### src/rtl/fpe_pkg.sv
package fpe_pkg;

  typedef enum logic [1:0] {
    ST_IDLE,
    ST_READ,
    ST_EVAL,
    ST_WRITE
  } stateT;

  typedef enum logic [1:0] {
    PH_FIRST,
    PH_NORM,
    PH_CONFA,
    PH_CONFB
  } phaseT;

  typedef enum logic [1:0] {
    RES_NONE,
    RES_PASS,
    RES_FAIL,
    RES_TMO
  } resultT;

  // strobes from control to datapath
  typedef struct packed {
    logic load;     // capture start parameters, clear cycle counter
    logic capture;  // latch returned status byte
    logic setRef;   // take bit 6 of latched byte as toggle reference
    logic count;    // advance cycle counter
  } strobeT;

  localparam logic [7:0] RESET_CMD = 8'hF0;

endpackage

### src/rtl/fpe_dpath.sv
module fpe_dpath
  import fpe_pkg::*;
#(
  parameter int ADDR_W = 17,
  parameter int CNT_W  = 16
) (
  input  logic              clk,
  input  logic              rstN,
  input  strobeT            stb,
  input  logic [ADDR_W-1:0] startAddr,
  input  logic [7:0]        startExpect,
  input  logic              startErase,
  input  logic              startToggle,
  input  logic              startResetOnFail,
  input  logic [CNT_W-1:0]  timeoutLimit,
  input  logic [7:0]        rdData,
  output logic [ADDR_W-1:0] pollAddr,
  output logic              toggleMode,
  output logic              resetOnFail,
  output logic              bit7Match,
  output logic              bit5Set,
  output logic              bit6Same,
  output logic              timeHit
);

  localparam logic [CNT_W-1:0] CNT_MAX = {CNT_W{1'b1}};

  logic [ADDR_W-1:0] addrQ;
  logic              expBit7Q;
  logic              toggleQ;
  logic              rofQ;
  logic [CNT_W-1:0]  limitQ;
  logic [7:0]        dataQ;
  logic              refBit6Q;
  logic [CNT_W-1:0]  cntQ;

  always_ff @(posedge clk) begin
    if (!rstN) begin
      addrQ    <= '0;
      expBit7Q <= 1'b0;
      toggleQ  <= 1'b0;
      rofQ     <= 1'b0;
      limitQ   <= '0;
    end else if (stb.load) begin
      addrQ    <= startAddr;
      expBit7Q <= startErase ? 1'b1 : startExpect[7];
      toggleQ  <= startToggle;
      rofQ     <= startResetOnFail;
      limitQ   <= timeoutLimit;
    end
  end

  always_ff @(posedge clk) begin
    if (!rstN) begin
      dataQ    <= '0;
      refBit6Q <= 1'b0;
    end else begin
      if (stb.capture) dataQ <= rdData;
      if (stb.setRef)  refBit6Q <= dataQ[6];
    end
  end

  always_ff @(posedge clk) begin
    if (!rstN)                          cntQ <= '0;
    else if (stb.load)                  cntQ <= '0;
    else if (stb.count && cntQ != CNT_MAX) cntQ <= cntQ + 1'b1;
  end

  assign pollAddr    = addrQ;
  assign toggleMode  = toggleQ;
  assign resetOnFail = rofQ;
  assign bit7Match   = (dataQ[7] == expBit7Q);
  assign bit5Set     = dataQ[5];
  assign bit6Same    = (dataQ[6] == refBit6Q);
  assign timeHit     = (cntQ >= limitQ);

  // the cycle counter never wraps back while a run is counting
  a_r10_cnt_monotonic: assert property (@(posedge clk) disable iff (!rstN)
    (stb.count && !stb.load) |=> (cntQ >= $past(cntQ)));

endmodule

### src/rtl/fpe_ctrl.sv
module fpe_ctrl
  import fpe_pkg::*;
(
  input  logic   clk,
  input  logic   rstN,
  input  logic   startValid,
  input  logic   startToggle,
  input  logic   rdAck,
  input  logic   wrAck,
  input  logic   toggleMode,
  input  logic   resetOnFail,
  input  logic   bit7Match,
  input  logic   bit5Set,
  input  logic   bit6Same,
  input  logic   timeHit,
  output strobeT stb,
  output logic   busy,
  output logic   rdReq,
  output logic   wrReq,
  output logic   done,
  output logic   passFlag,
  output logic   failFlag,
  output logic   timeoutFlag
);

  stateT  stQ, stNext;
  phaseT  phQ, phNext;
  resultT resQ, resNext;
  logic   endNow;
  resultT endRes;

  // evaluation of a latched status byte
  logic   haveRes;
  resultT evalRes;
  logic   rePoll;
  logic   reRead;

  always_comb begin
    haveRes = 1'b0;
    evalRes = RES_NONE;
    rePoll  = 1'b0;
    reRead  = 1'b0;
    phNext  = phQ;
    stb     = '0;
    if (stQ == ST_EVAL) begin
      if (!toggleMode) begin
        if (phQ == PH_CONFA) begin
          haveRes = 1'b1;
          evalRes = bit7Match ? RES_PASS : RES_FAIL;
        end else if (bit7Match) begin
          haveRes = 1'b1;
          evalRes = RES_PASS;
        end else if (!bit5Set) begin
          rePoll = 1'b1;
        end else begin
          reRead = 1'b1;
          phNext = PH_CONFA;
        end
      end else begin
        unique case (phQ)
          PH_FIRST: begin
            stb.setRef = 1'b1;
            reRead     = 1'b1;
            phNext     = PH_NORM;
          end
          PH_NORM: begin
            if (bit6Same) begin
              haveRes = 1'b1;
              evalRes = RES_PASS;
            end else if (!bit5Set) begin
              stb.setRef = 1'b1;
              rePoll     = 1'b1;
            end else begin
              reRead = 1'b1;
              phNext = PH_CONFA;
            end
          end
          PH_CONFA: begin
            stb.setRef = 1'b1;
            reRead     = 1'b1;
            phNext     = PH_CONFB;
          end
          PH_CONFB: begin
            haveRes = 1'b1;
            evalRes = bit6Same ? RES_PASS : RES_FAIL;
          end
          default: ;
        endcase
      end
      if (rePoll && timeHit) begin
        haveRes = 1'b1;
        evalRes = RES_TMO;
      end
    end
    if (stQ == ST_IDLE && startValid) begin
      stb.load = 1'b1;
      phNext   = startToggle ? PH_FIRST : PH_NORM;
    end
    stb.count   = (stQ != ST_IDLE);
    stb.capture = (stQ == ST_READ) && rdAck;
  end

  always_comb begin
    stNext  = stQ;
    resNext = resQ;
    endNow  = 1'b0;
    endRes  = RES_NONE;
    unique case (stQ)
      ST_IDLE:  if (startValid) stNext = ST_READ;
      ST_READ:  if (rdAck) stNext = ST_EVAL;
      ST_EVAL: begin
        if (haveRes) begin
          if (evalRes == RES_FAIL && resetOnFail) begin
            stNext  = ST_WRITE;
            resNext = RES_FAIL;
          end else begin
            stNext = ST_IDLE;
            endNow = 1'b1;
            endRes = evalRes;
          end
        end else if (rePoll || reRead) begin
          stNext = ST_READ;
        end
      end
      ST_WRITE: begin
        if (wrAck) begin
          stNext = ST_IDLE;
          endNow = 1'b1;
          endRes = resQ;
        end
      end
      default: stNext = ST_IDLE;
    endcase
  end

  always_ff @(posedge clk) begin
    if (!rstN) begin
      stQ  <= ST_IDLE;
      phQ  <= PH_NORM;
      resQ <= RES_NONE;
    end else begin
      stQ  <= stNext;
      phQ  <= phNext;
      resQ <= resNext;
    end
  end

  always_ff @(posedge clk) begin
    if (!rstN) begin
      done        <= 1'b0;
      passFlag    <= 1'b0;
      failFlag    <= 1'b0;
      timeoutFlag <= 1'b0;
    end else begin
      done <= endNow;
      if (stb.load) begin
        passFlag    <= 1'b0;
        failFlag    <= 1'b0;
        timeoutFlag <= 1'b0;
      end else if (endNow) begin
        passFlag    <= (endRes == RES_PASS);
        failFlag    <= (endRes == RES_FAIL);
        timeoutFlag <= (endRes == RES_TMO);
      end
    end
  end

  assign busy  = (stQ != ST_IDLE);
  assign rdReq = (stQ == ST_READ);
  assign wrReq = (stQ == ST_WRITE);

  a_r2_req_hold: assert property (@(posedge clk) disable iff (!rstN)
    (rdReq && !rdAck) |=> rdReq);

  a_r9_wr_hold: assert property (@(posedge clk) disable iff (!rstN)
    (wrReq && !wrAck) |=> wrReq);

  a_r9_no_overlap: assert property (@(posedge clk) disable iff (!rstN)
    !(rdReq && wrReq));

  a_r12_onehot_result: assert property (@(posedge clk) disable iff (!rstN)
    $onehot0({passFlag, failFlag, timeoutFlag}));

  a_r12_done_pulse: assert property (@(posedge clk) disable iff (!rstN)
    done |=> !done);

  a_r11_busy_until_done: assert property (@(posedge clk) disable iff (!rstN)
    busy |=> (busy || done));

  a_r10_timeout_cause: assert property (@(posedge clk) disable iff (!rstN)
    $rose(timeoutFlag) |-> timeHit);

endmodule

### src/rtl/flash_poll_engine.sv
module flash_poll_engine
  import fpe_pkg::*;
#(
  parameter int ADDR_W = 17,
  parameter int CNT_W  = 16
) (
  input  logic              clk,
  input  logic              rstN,
  input  logic              startValid,
  input  logic [ADDR_W-1:0] startAddr,
  input  logic [7:0]        startExpect,
  input  logic              startErase,
  input  logic              startToggle,
  input  logic              startResetOnFail,
  input  logic [CNT_W-1:0]  timeoutLimit,
  output logic              busy,
  output logic              rdReq,
  output logic [ADDR_W-1:0] rdAddr,
  input  logic              rdAck,
  input  logic [7:0]        rdData,
  output logic              wrReq,
  output logic [ADDR_W-1:0] wrAddr,
  output logic [7:0]        wrData,
  input  logic              wrAck,
  output logic              done,
  output logic              passFlag,
  output logic              failFlag,
  output logic              timeoutFlag
);

  strobeT            stb;
  logic [ADDR_W-1:0] pollAddr;
  logic              toggleMode;
  logic              resetOnFail;
  logic              bit7Match;
  logic              bit5Set;
  logic              bit6Same;
  logic              timeHit;

  fpe_dpath #(.ADDR_W(ADDR_W), .CNT_W(CNT_W)) u_dpath (
    .clk              (clk),
    .rstN             (rstN),
    .stb              (stb),
    .startAddr        (startAddr),
    .startExpect      (startExpect),
    .startErase       (startErase),
    .startToggle      (startToggle),
    .startResetOnFail (startResetOnFail),
    .timeoutLimit     (timeoutLimit),
    .rdData           (rdData),
    .pollAddr         (pollAddr),
    .toggleMode       (toggleMode),
    .resetOnFail      (resetOnFail),
    .bit7Match        (bit7Match),
    .bit5Set          (bit5Set),
    .bit6Same         (bit6Same),
    .timeHit          (timeHit)
  );

  fpe_ctrl u_ctrl (
    .clk         (clk),
    .rstN        (rstN),
    .startValid  (startValid),
    .startToggle (startToggle),
    .rdAck       (rdAck),
    .wrAck       (wrAck),
    .toggleMode  (toggleMode),
    .resetOnFail (resetOnFail),
    .bit7Match   (bit7Match),
    .bit5Set     (bit5Set),
    .bit6Same    (bit6Same),
    .timeHit     (timeHit),
    .stb         (stb),
    .busy        (busy),
    .rdReq       (rdReq),
    .wrReq       (wrReq),
    .done        (done),
    .passFlag    (passFlag),
    .failFlag    (failFlag),
    .timeoutFlag (timeoutFlag)
  );

  assign rdAddr = pollAddr;
  assign wrAddr = pollAddr;
  assign wrData = RESET_CMD;

  a_r2_addr_stable: assert property (@(posedge clk) disable iff (!rstN)
    (busy && $past(busy)) |-> $stable(rdAddr));

endmodule

### config.mk
export PLATFORM = sky130hd
export DESIGN_NAME = flash_poll_engine
export DESIGN_NICKNAME = d
export VERILOG_FILES = /design/src/rtl/fpe_pkg.sv /design/src/rtl/fpe_dpath.sv /design/src/rtl/fpe_ctrl.sv /design/src/rtl/flash_poll_engine.sv
export SDC_FILE = /design/constraint.sdc
export NUM_CORES = 1
export LEC_CHECK = 0
export BUFFER_PORTS_ARGS = -buffer_cell sky130_fd_sc_hd__buf_2
export CAP_MARGIN = 10
export CORE_ASPECT_RATIO = 0.7
export CORE_MARGIN = 10
export CORE_UTILIZATION = 40
export CTS_BUF_LIST = sky130_fd_sc_hd__clkbuf_16
export CTS_CLUSTER_SIZE = 30
export DETAILED_ROUTE_END_ITERATION = 8
export HOLD_SLACK_MARGIN = 0.06
export PLACE_DENSITY = 0.61
export SYNTH_ARGS = -nofsm -noshare
export SYNTH_HDL_FRONTEND = slang
export SYNTH_SLANG_ARGS = --single-unit
export TNS_END_PERCENT = 10
### constraint.sdc
create_clock -name clk -period 6.7 [get_ports clk]
set_clock_uncertainty 0.05 [all_clocks]
set_input_delay 1.675 -clock clk [delete_from_list [all_inputs] [get_ports clk]]
set_output_delay 1.675 -clock clk [all_outputs]
set_load 0.005 [all_outputs]
# Word level (Yosys, flattened, before mapping)
# Index checks and enable logic that the tools add are counted.
# op_classes
reduce_logical	15
mul	0
bitwise_logic	1
order_cmp	1
n_addsub	1
shifts	0
n_eq_ne	21
div_mod_pow	0
muxes	60
# op_table
op	count
2-bit two-way mux	22
1-bit two-way mux	30
16-bit by 1-bit adder with 16-bit output (second input constant)	1
16-bit >= comparator	1
16-bit != test (second input constant)	1
2-bit == test (second input constant)	7
1-bit case mux with 2 select lines	4
2-bit case mux with 2 select lines	2
2-bit case mux with 4 select lines	1
2-bit by 1-bit == test with 1-bit output (second input constant)	3
3-bit != test (second input constant)	2
2-bit case mux with 3 select lines	1
1-bit logical AND	5
5-bit by 1-bit != test with 1-bit output (second input constant)	1
5-bit AND reduction	1
2-bit zero test	2
2-bit by 1-bit != test with 1-bit output (second input constant)	2
4-bit != test (second input constant)	1
4-bit AND reduction	1
2-bit nonzero test	2
2-bit OR reduction	2
3-bit by 2-bit != test with 1-bit output (second input constant)	1
3-bit AND reduction	1
1-bit == test	2
other kinds (3)	3
# word_totals
memories	0
in_bits	57
out_inout_bits	49
romBits	0
ff_bits	70
ramBits	0
latchBits	0
word_cells	114

# Longest topological paths before layout
# Gate-level depths: netlist of run 1.
# depth
ltp_word	14
ltp_mapped	8
ltp_nobuf	7

# Hierarchy
# A second synthesis of run 1 with hierarchy kept.
# unflattened
cells_unflattened	404
hier_area_um2	3687.3
# by_module_without_submodules
module	area_each_um2	n_inst	cells_each	seq_area_each_um2
fpe_dpath	2733.9	1	283	1121.1
fpe_ctrl	758.2	1	94	180.2
flash_poll_engine	195.2	1	27	0.0

# Worst setup path after synthesis of run 1
# OpenSTA, ideal clock, no wires.
# synth_timing
path_kind	in2reg
start	input port startValid
end	register u_dpath.limitQ[0]
path_stages	5
arrival_time_ns	2.512
required_ns	6.574
path_slack_ns	4.062
path_cell_list	and2_1 > clkbuf_1 > buf_1 > nand2_1 > a21boi_0
# synth_via
elab_chain_len	2
# synth_rtl
element	line_no	source
start, declared	flash_poll_engine.sv:9	input logic startValid,
1-bit logical AND	fpe_ctrl.sv:95	if (stQ == ST_IDLE && startValid) begin
1-bit two-way mux	fpe_ctrl.sv:95	
end signal, assigned	fpe_dpath.sv:49	limitQ <= timeoutLimit;
end, declared	fpe_dpath.sv:32	logic [CNT_W-1:0] limitQ;
# Every way passes these cells.
# A chain may end at the register's enable or synchronous reset.

# Worst setup path in the final report of run 1
# layout_timing
start	register u_ctrl.stQ[0]
end	output port rdReq
# layout_via
elab_chain_len	1
# layout_rtl
element	line_no	source
start, declared	fpe_ctrl.sv:26	stateT stQ, stNext;
start signal, assigned	fpe_ctrl.sv:142	stQ <= stNext;
2-bit by 1-bit == test with 1-bit output	fpe_ctrl.sv:169	assign rdReq = (stQ == ST_READ);
end, declared	flash_poll_engine.sv:17	output logic rdReq,
# Every way passes these cells.

==> results of run 1 <==
## critical path: stages (launching register included)
cell and delay (ps):
dfxtp_1 480, inv_1 100, nor2_1 420, buf_2 210
## state kept, by name, indices dropped and copies added (netlist names), 2 cells and up
signal	flops
u_ctrl.stQ	2
u_ctrl.phQ	2
u_dpath.cntQ	16
u_dpath.pollAddr	17
u_dpath.dataQ	3
u_dpath.limitQ	16
## how the worst max path moves through the flow
stage          slack, ps           endpoint  cells past startpoint
2_1_floorplan       4060  u_dpath.limitQ[0]                      5
3_3_place_gp        3240    u_dpath.cntQ[3]                      5
3_5_place_dp        3240    u_dpath.cntQ[3]                      5
4_1_cts             3470              rdReq                      3
5_1_grt             3310              rdReq                      3
6_report            3430              rdReq                      3
## layout make-up
type | count | area (um^2) | area share
well taps | 120 | 150 | 0.0358
inverters | 22 | 82.6 | 0.0197
repair buffers | 88 | 448 | 0.107
flip-flops and latches | 65 | 1300 | 0.310
multi-input cells | 315 | 1930 | 0.460
clock inverters | 7 | 61.3 | 0.0146
clock buffers | 9 | 225 | 0.0537
## through the flow
step	power [mW]	area (um^2)	hold slack, ps	instances	utilization
after floorplan	0.548	3580	393	449	-
after global placement	0.593	3910	404	610	0.458
after detailed placement	0.597	3910	410	610	0.458
after CTS	1.05	4200	417	626	0.491
after global routing	1.09	4200	442	626	0.491
final	1.04	4200	411	626	0.491
## cells by family (layout without fill, tap and decap cells)
| logic type | Yosys count | count (layout) | share of synthesized area |
|---|---|---|---|
| multiplexers | 4 | 4 | 0.0116 |
| adder cells (fa/ha/maj) | 21 | 21 | 0.0738 |
| other | 2 | 8 | 0.00211 |
| XOR/XNOR | 9 | 9 | 0.0221 |
| flip-flops | 65 | 65 | 0.365 |
| buffers and inverters | 69 | 126 | 0.0991 |
| AO/OA/AOI/OAI | 105 | 105 | 0.209 |
| AND/OR/NAND/NOR | 168 | 168 | 0.216 |
## layer usage
metal	part of all wire	routed length [um]	vias to the layer above
met4	0.0049	44	0
met3	0.062	555	6
met5	0	0	-
li1	-	-	1593
met1	0.48	4310	1424
met2	0.45	3980	74
## power breakdown
part,total [mW],switching (mW),internal [mW]
registers,0.430,0.0191,0.411
logic,0.157,0.0923,0.0645
clock network,0.454,0.170,0.283
total,1.04,0.282,0.758
## layout by cell type (no fill, tap or decap), types with 2 or more instances in the layout
cell        n
nand2_1    93
a211oi_1    3
nand3_1     8
mux2i_1     3
nor2b_1     2
clkbuf_16   9
nand4_1     6
or4_1       2
o21ba_2     2
a21boi_0   39
a21oi_1    19
conb_1      8
and2_1      2
dfxtp_1    65
o21ai_0    13
clkinv_2    4
a21o_1      3
nor4_1      4
inv_1      22
nor3b_1     2
o31ai_1     4
and4_1      2
or3_1       5
o21a_1      6
xnor2_1     8
and3_1      5
o211ai_1    5
nand2b_1    7
nor2_1     19
ha_1       21
buf_2      85
buf_4       3
nor3_1      7
==> run metrics, run 1 <==
status=completed; Detail Placement HPWL=a little under 7 mm; asr flop ratio synth=0; Routed Antenna Nets=0; Clk Tree Root Cell=clkbuf_16; largest net degree at the start of global routing=52; Bufs on Longest Clock Path=2; full die area=0.0131 mm^2; Vias/cell=just under 5; Setup violations, final=0; CP endpoint kind=output pin; Slew Limit Fails=0; WL final=approximately 8.9 mm; Rel. slew slack=0.529; antenna violations before repair=0; Worst R2R Start=u_dpath.limitQ[15]; post-synth top area cell=dfxtp_1; arrival time at the worst endpoint=1540 ps; Post CTS Setup Buffer Count=0; hold path depth=2; Post-Syn Instances=about 440; critical path fanouts, max=8; Row Count=28; dpl ws=between 3000 and 4000 ps; count leader, synth=nand2_1; Hold/Removal Path Class=flop to flop; starting utilization of the core area=0.417; reg2reg setup slack=between 4000 and 5000 ps; Worst-Skew Late Latency=~340 ps; Via Count=3097; Die Y=approximately 99 um; WL/cell=14.2 um; setup_tns=0 ps; Commonest cells post-synth=nand2_1 (93), dfxtp_1 (65), a21boi_0 (39); DRT Pass-1 Iters=4; hold path endpoint=u_dpath.limitQ[6]; CTS buffer count=9; Max Cap Viol=0; Synth Cell Area=~0.0036 mm^2; PD cells=approximately 250 mW/mm^2; first-pass GRT wire length=between 10 and 15 mm; IO Pins=106; FMAX=306 MHz; syn_area_per_cell=roughly 8.0 um^2; Yosys warning total=0; GR Layer Usage met1=0.177; Post-synth EDFFs=0; final setup margin=about 3400 ps; global routing's busiest layer=met2; synthesis-to-finish area growth=17.9%; crit path kind=flop to output pin; Reg clk slew, reported paths=around 50 ps; PortBufs=85; CP required=between 4000 and 5000 ps; Antenna Cells=0; FF+latch count, synth=65; fin crit share=0.487; H-tree levels=3; DRC errors left=0; share of cells above drive strength 1=0.215; Final Wtd Congestion=roughly 0.79; post-synth top area share=0.365; CTS Hold Bufs=0; min Tclk post-route=approximately 3300 ps; Max IR drop VDD=around 0.00012 V; final hold violations=0; RSZ-0062 raised after global routing=false; CTS sink cnt=between 60 and 70; CP startpoint=u_ctrl.stQ[0]; Seq/Total Area, Yosys=0.365; reg-to-reg endpoint=u_ctrl.done; cts repair resizes=0; ys flop type=dfxtp_1; Netlist cell types=49; fillers=between 800 and 900; Final #Nets=between 500 and 600; worst reg2reg path depth=7; Iter 0 DRT Violations=182; hold_sp=u_dpath.limitQ[6]; actual slew at the worst max-slew pin=689 ps; critical path launch point type=flop; grt ovf=0; CTS tree=built; LEAKAGE=about 1.8 nW; vias in the first global route=~3000; met2 Resource Use GR=0.210; GRT Total Usage=0.138; Core Footprint=about 0.0085 mm^2; Die Wd=~130 um; Synth area leaders=dfxtp_1 (37%), nand2_1 (9.8%), a21boi_0 (8.2%), ha_1 (7.4%), buf_4 (5.3%); grt met3 use=0.0578
(Power assumes the default switching activity.)
==> run 2, diff against run 1 <==
- ABC_AREA: unset -> 1
- PLACE_DENSITY: 0.61 -> 0.62
- clock period: 6.7 -> 3.3 ns (I/O delays scaled with it)
==> run 2 against run 1 <==
Compared with the run above:
- worst setup slack worse by 2200 ps
- sequential share of layout area rose by 0.60 points
- core utilization decreased by 0.13 points
- cell area shrank 1.9%
- flip-flop and latch count stayed put
- largest cell class unchanged
- via count fell by 1.4%
- sequential power grew 150%
==> run metrics, run 2 <==
hold path depth=2; Area after DPL=0.00382 mm^2; share of cells above drive strength 1=0.240; Bufs on Longest Clock Path=2; PD cells=752 mW/mm^2; most frequent cells in the layout=buf_2 (85), nor2_1 (73), dfxtp_1 (65); Vias/cell=between 4 and 5; Reg clk slew, reported paths=60 ps; hold_ws=409 ps; max reg flops=17; FF+latch count, synth=65; CTS Hold Bufs=0; min Tclk post-route=2110 ps; Clk Tree Root Cell=clkbuf_16; Hold/Removal Path Class=flop to flop; RSZ-0062 raised after global routing=false; final instance area=0.00412 mm^2; Worst R2R Start=u_dpath.cntQ[15]; FMAX=around 470 MHz; cts repair resizes=0; IO Pins=~110; Final Wtd Congestion=between 0.8 and 0.9; reg2reg setup slack=1190 ps; DRT Pass-1 Iters=4; Seq/Total Area, Yosys=0.378; CTS buffer count=9; Antenna Cells=0; grt ovf=0; CP required=~3500 ps; Worst-Skew Late Latency=330 ps; Slew Limit Fails=0; Max IR drop VDD=0.000319 V; setup_tns=0 ps; post-synth top area cell=dfxtp_1; Synth Cell Area=about 0.0034 mm^2; reg-to-reg endpoint=u_ctrl.passFlag; Die Wd=131 um; crit path kind=flop to flop; Detail Placement HPWL=between 6 and 7 mm; fin crit share=0.638; DRC errors left=0; LEAKAGE=1.99 nW; ys flop type=dfxtp_1; PortBufs=85; full die area=0.0128 mm^2; arrival time at the worst endpoint=between 2000 and 2500 ps; Post-synth EDFFs=0; Final #Nets=slightly above 600; Max Cap Viol=0; Post CTS Setup Buffer Count=0; CTS sink cnt=65; GRT Total Usage=0.135; hold path endpoint=u_dpath.limitQ[7]; CTS tree=built; antenna violations before repair=0; Iter 0 DRT Violations=133; Die Y=97.7 um; post-synth top area share=0.378; Post-Syn Instances=about 480; count leader, synth=nor2_1; Via Count=slightly above 3000; fillers=approximately 840; final hold violations=0; syn_area_per_cell=7.25 um^2; synthesis-to-finish area growth=19.5%; commonest non-fill, non-tap cell in the layout=buf_2; Yosys warning total=0; Synth area leaders=dfxtp_1 (38%), nor2_1 (8.0%), ha_1 (7.6%), o21ai_0 (7.0%), nand2_1 (7.0%); status=completed; vias in the first global route=a little under 3000; worst reg2reg path depth=10; asr flop ratio synth=0; WL/cell=around 13 um; CP endpoint kind=flop; first-pass GRT wire length=between 10 and 15 mm; critical path launch point type=flop; H-tree levels=3; critical path fanouts, max=6; Setup violations, final=0; starting utilization of the core area=0.410; Core Footprint=approximately 0.0084 mm^2; hold_sp=u_dpath.limitQ[7]; Commonest cells post-synth=nor2_1 (73), dfxtp_1 (65), nand2_1 (64); largest net degree at the start of global routing=54; Netlist cell types=40; WL final=8.43 mm; Routed Antenna Nets=0; Row Count=28
run 2: cell types whose count changed in the layout (fill, tap and decap cells not counted), moves of 5 or more:
cell and delta:
a21boi_0 -39, a21oi_1 +28, inv_1 +29, inv_2 +5, nand2_1 -29, nand2b_1 -7, nand3_1 +5, nor2_1 +54
o21a_1 -5, o21ai_0 +35, or3_1 -5, xnor2_1 -7
run 2: final cells by class:
type | instances | area (um^2) | area share
clock buffers | 9 | 225 | 0.0547
clock inverters | 7 | 71.3 | 0.0173
inverters | 57 | 214 | 0.0520
multi-input cells | 322 | 1720 | 0.418
flip-flops and latches | 65 | 1300 | 0.316
well taps | 105 | 131 | 0.0319
repair buffers | 89 | 455 | 0.111
run 2: how the worst max path moves through the flow:
stage / startpoint / end / slack (ps) / cells after the start
after floorplan: u_dpath.cntQ[13] / u_ctrl.failFlag / 1500 / 11
after global placement: u_dpath.cntQ[13] / u_ctrl.failFlag / 1230 / 11
after detailed placement: u_dpath.cntQ[13] / u_ctrl.failFlag / 1200 / 11
after CTS: u_dpath.cntQ[13] / u_ctrl.passFlag / 1170 / 10
after global routing: u_dpath.cntQ[13] / u_ctrl.passFlag / 910 / 10
final: u_dpath.cntQ[15] / u_ctrl.passFlag / 1190 / 10
run 2: power breakdown:
part	switching [mW]	total, mW	internal, mW
Sequential	0.101	1.06	0.959
Combinational	0.686	1.09	0.405
Clock	0.361	0.943	0.582
run 2: cell families (layout without fill, tap and decap cells):
kind of cell / count (synthesis) / after routing / share of synthesized area
simple gates: 179 / 179 / 0.235
compound gates: 112 / 112 / 0.174
buf+inv: 94 / 162 / 0.130
flops: 65 / 65 / 0.378
fa+ha+maj: 21 / 21 / 0.0763
other cells: 2 / 8 / 0.00218
xor+xnor: 2 / 2 / 0.00508
run 2: worst max-delay path, cell delays in order (launching register included):
cell and delay [ps]:
dfxtp_1 340, ha_1 320, a21oi_1 170, o21ai_1 90, a21oi_1 310, nand2_4 90
nand2_4 110, nand3_4 100, o21ai_4 230, nand3_1 90, a21oi_1 140
run 2: per-stage QoR:
stage | setup WS, ps | total power [mW] | util | cells
detailed placement | 1200 | 2.17 | 0.454 | 638
global route | 914 | 3.36 | 0.490 | 654
global placement | 1230 | 2.15 | 0.454 | 638
floorplan | 1500 | 1.89 | - | 481
finish | 1190 | 3.09 | 0.490 | 654
CTS | 1170 | 3.14 | 0.490 | 654
run 2: per-layer routing:
metal  GRT usage  share of wire  vias to the layer above
li1            -              -                     1650
met1       0.174           0.49                     1326
met2       0.203           0.43                       73
met3      0.0507          0.067                        5
met4      0.0392         0.0047                        0
met5           0              0                        -
==> run 3, diff against run 2 <==
- clock period: 3.3 -> 2.15 ns (I/O delays scaled with it)
==> run 3 against run 2 <==
Compared with the run above:
- via count increased by 3.6%
- sequential power grew 54%
- fmax grew 4.2%
- hold slack worse by 19 ps
- core utilization up 1.1 points
- clock power is 37% higher
==> run metrics, run 3 (synthesis results as in run 2) <==
status=completed; antenna violations before repair=0; Final Wtd Congestion=between 0.8 and 0.9; FMAX=roughly 490 MHz; CTS buffer count=9; DRT Pass-1 Iters=5; Slew Limit Fails=0; Iter 0 DRT Violations=149; Max Cap Viol=0; Detail Placement HPWL=~6.5 mm; met2 wire len=between 3 and 4 mm; CP required=2310 ps; WL/cell=13.0 um; CTS tree=built; most frequent cells in the layout=buf_2 (85), nor2_1 (73), nand2_1 (64); NetSw=approximately 1.8 mW; vias in the first global route=3043; share of cells above drive strength 1=0.266; DRC errors left=0; Die Wd=between 100 and 150 um; Reg clk slew, reported paths=roughly 50 ps; Die Y=97.7 um; critical path launch point type=flop; LEAKAGE=2.01 nW; commonest non-fill, non-tap cell in the layout=buf_2; metal3 WL=between 500 and 600 um; RSZ-0062 raised after global routing=true; CTS sink cnt=65; WL met1=approximately 4.2 mm; arrival time at the worst endpoint=roughly 2200 ps; Worst-Skew Late Latency=between 300 and 400 ps; max reg flops=17; final hold violations=0; Row Count=28; Clk pwr share=0.275; Core Footprint=0.00841 mm^2; Routed Antenna Nets=0; critical-path cell list=inv_1 > ha_1 > nand2_1 > nor3_2 > nand2_1 > nand2_4 > nand2_8 > nand2_4 > nand2_4 > o21ai_4 > buf_6 > a21oi_1; Pwr Total=~4.7 mW; Net Sw Frac=0.380; sequential power share=0.347; fin crit share=0.940; highest routed layer=met4; largest net degree at the start of global routing=54; IO Pins=approximately 110; Final #Nets=626; GRT Total Usage=0.135; min Tclk post-route=between 2000 and 2500 ps; Int Power=roughly 2.9 mW; starting utilization of the core area=0.410; Comb pwr share=0.377; crit path kind=flop to flop; hold path depth=3; Slowest-stage cell, CP=dfxtp_1; WL final=around 8.6 mm; H-tree levels=3; critical path fanouts, max=6; PD cells=between 1000 and 1500 mW/mm^2; Hold/Removal Path Class=input port to flop; worst reg2reg path depth=12; CP endpoint kind=flop; Via Count=3165; Max IR drop VDD=0.000403 V; PortBufs=85; Vias/cell=about 4.8; Bufs on Longest Clock Path=2; Clk Tree Root Cell=clkbuf_16; Setup violations, final=0; synthesis-to-finish area growth=22.3%; Antenna Cells=0; fin util=0.501; Crit path top cell by count=nand2_4; first-pass GRT wire length=around 14 mm; CTS Hold Bufs=0; grt ovf=0; Slowest Stage Delay on Critical Path=approximately 310 ps; fillers=867; full die area=around 0.013 mm^2
## run 3: cell count changes in the layout (fill, tap and decap cells not counted), moves of 3 or more
cell / before / now
a21oi_1: 47 / 44
a21oi_2: 1 / 4
dfxtp_1: 65 / 61
dfxtp_2: 0 / 4
ha_1: 21 / 18
ha_4: 0 / 3
## run 3: power by group through the flow
stage / logic, mW / clock network, mW / registers (mW)
3_5_place_dp: 1.72 / 0 / 1.65
4_1_cts: 1.72 / 1.33 / 1.63
3_3_place_gp: 1.68 / 0 / 1.65
6_report: 1.77 / 1.29 / 1.63
5_1_grt: 2.03 / 1.38 / 1.67
2_1_floorplan: 1.26 / 0 / 1.64
## run 3: timing repair
action                     in CTS  in global routing
setup endpoints to repair       0                  8
setup buffers                   0                  1
gates resized for setup         0                 16
## run 3: path summary, 6_finish.rpt
path,from,to,slack (ps)
setup / recovery,u_dpath.limitQ[15],u_ctrl.done,130
hold reg to reg,u_dpath.limitQ[8],u_dpath.limitQ[8],410
hold / removal,startExpect[7],u_dpath.expBit7Q,390
setup reg to reg,u_dpath.limitQ[15],u_ctrl.done,130
## run 3: cell type report
class                   count  area [um^2]  area share
multi-input cells         322         1800       0.426
flip-flops and latches     65         1310       0.310
repair buffers             93          502       0.119
clock buffers               9          225      0.0535
inverters                  57          214      0.0508
well taps                 105          131      0.0312
clock inverters             7         37.5     0.00891
## run 3: per-layer routing
layer	vias to the layer above	track usage
met5	-	0
met4	0	0.0315
met1	1419	0.168
met3	11	0.0567
li1	1654	-
met2	81	0.210
## run 3: worst max-delay path: cells and delay by family, from the launching register on
family	cells	cell delay, ps
and+or+nand+nor	7	780
DFF	1	310
adders and majority gates	1	300
AOI/OAI and AO/OA	2	290
buffers and inverters	2	180
## run 3: through the flow
step / cell area (um^2) / hold WS [ps] / cells / worst slack [ps] / TNS [ps]
6_report: 4210 / 390 / 658 / 128 / 0
5_1_grt: 4210 / 392 / 658 / -18.9 / -71.0
4_1_cts: 4120 / 384 / 657 / 88.9 / 0
3_5_place_dp: 3860 / 405 / 641 / 102 / 0
3_3_place_gp: 3860 / 399 / 641 / 147 / 0
2_1_floorplan: 3470 / 383 / 481 / 347 / 0
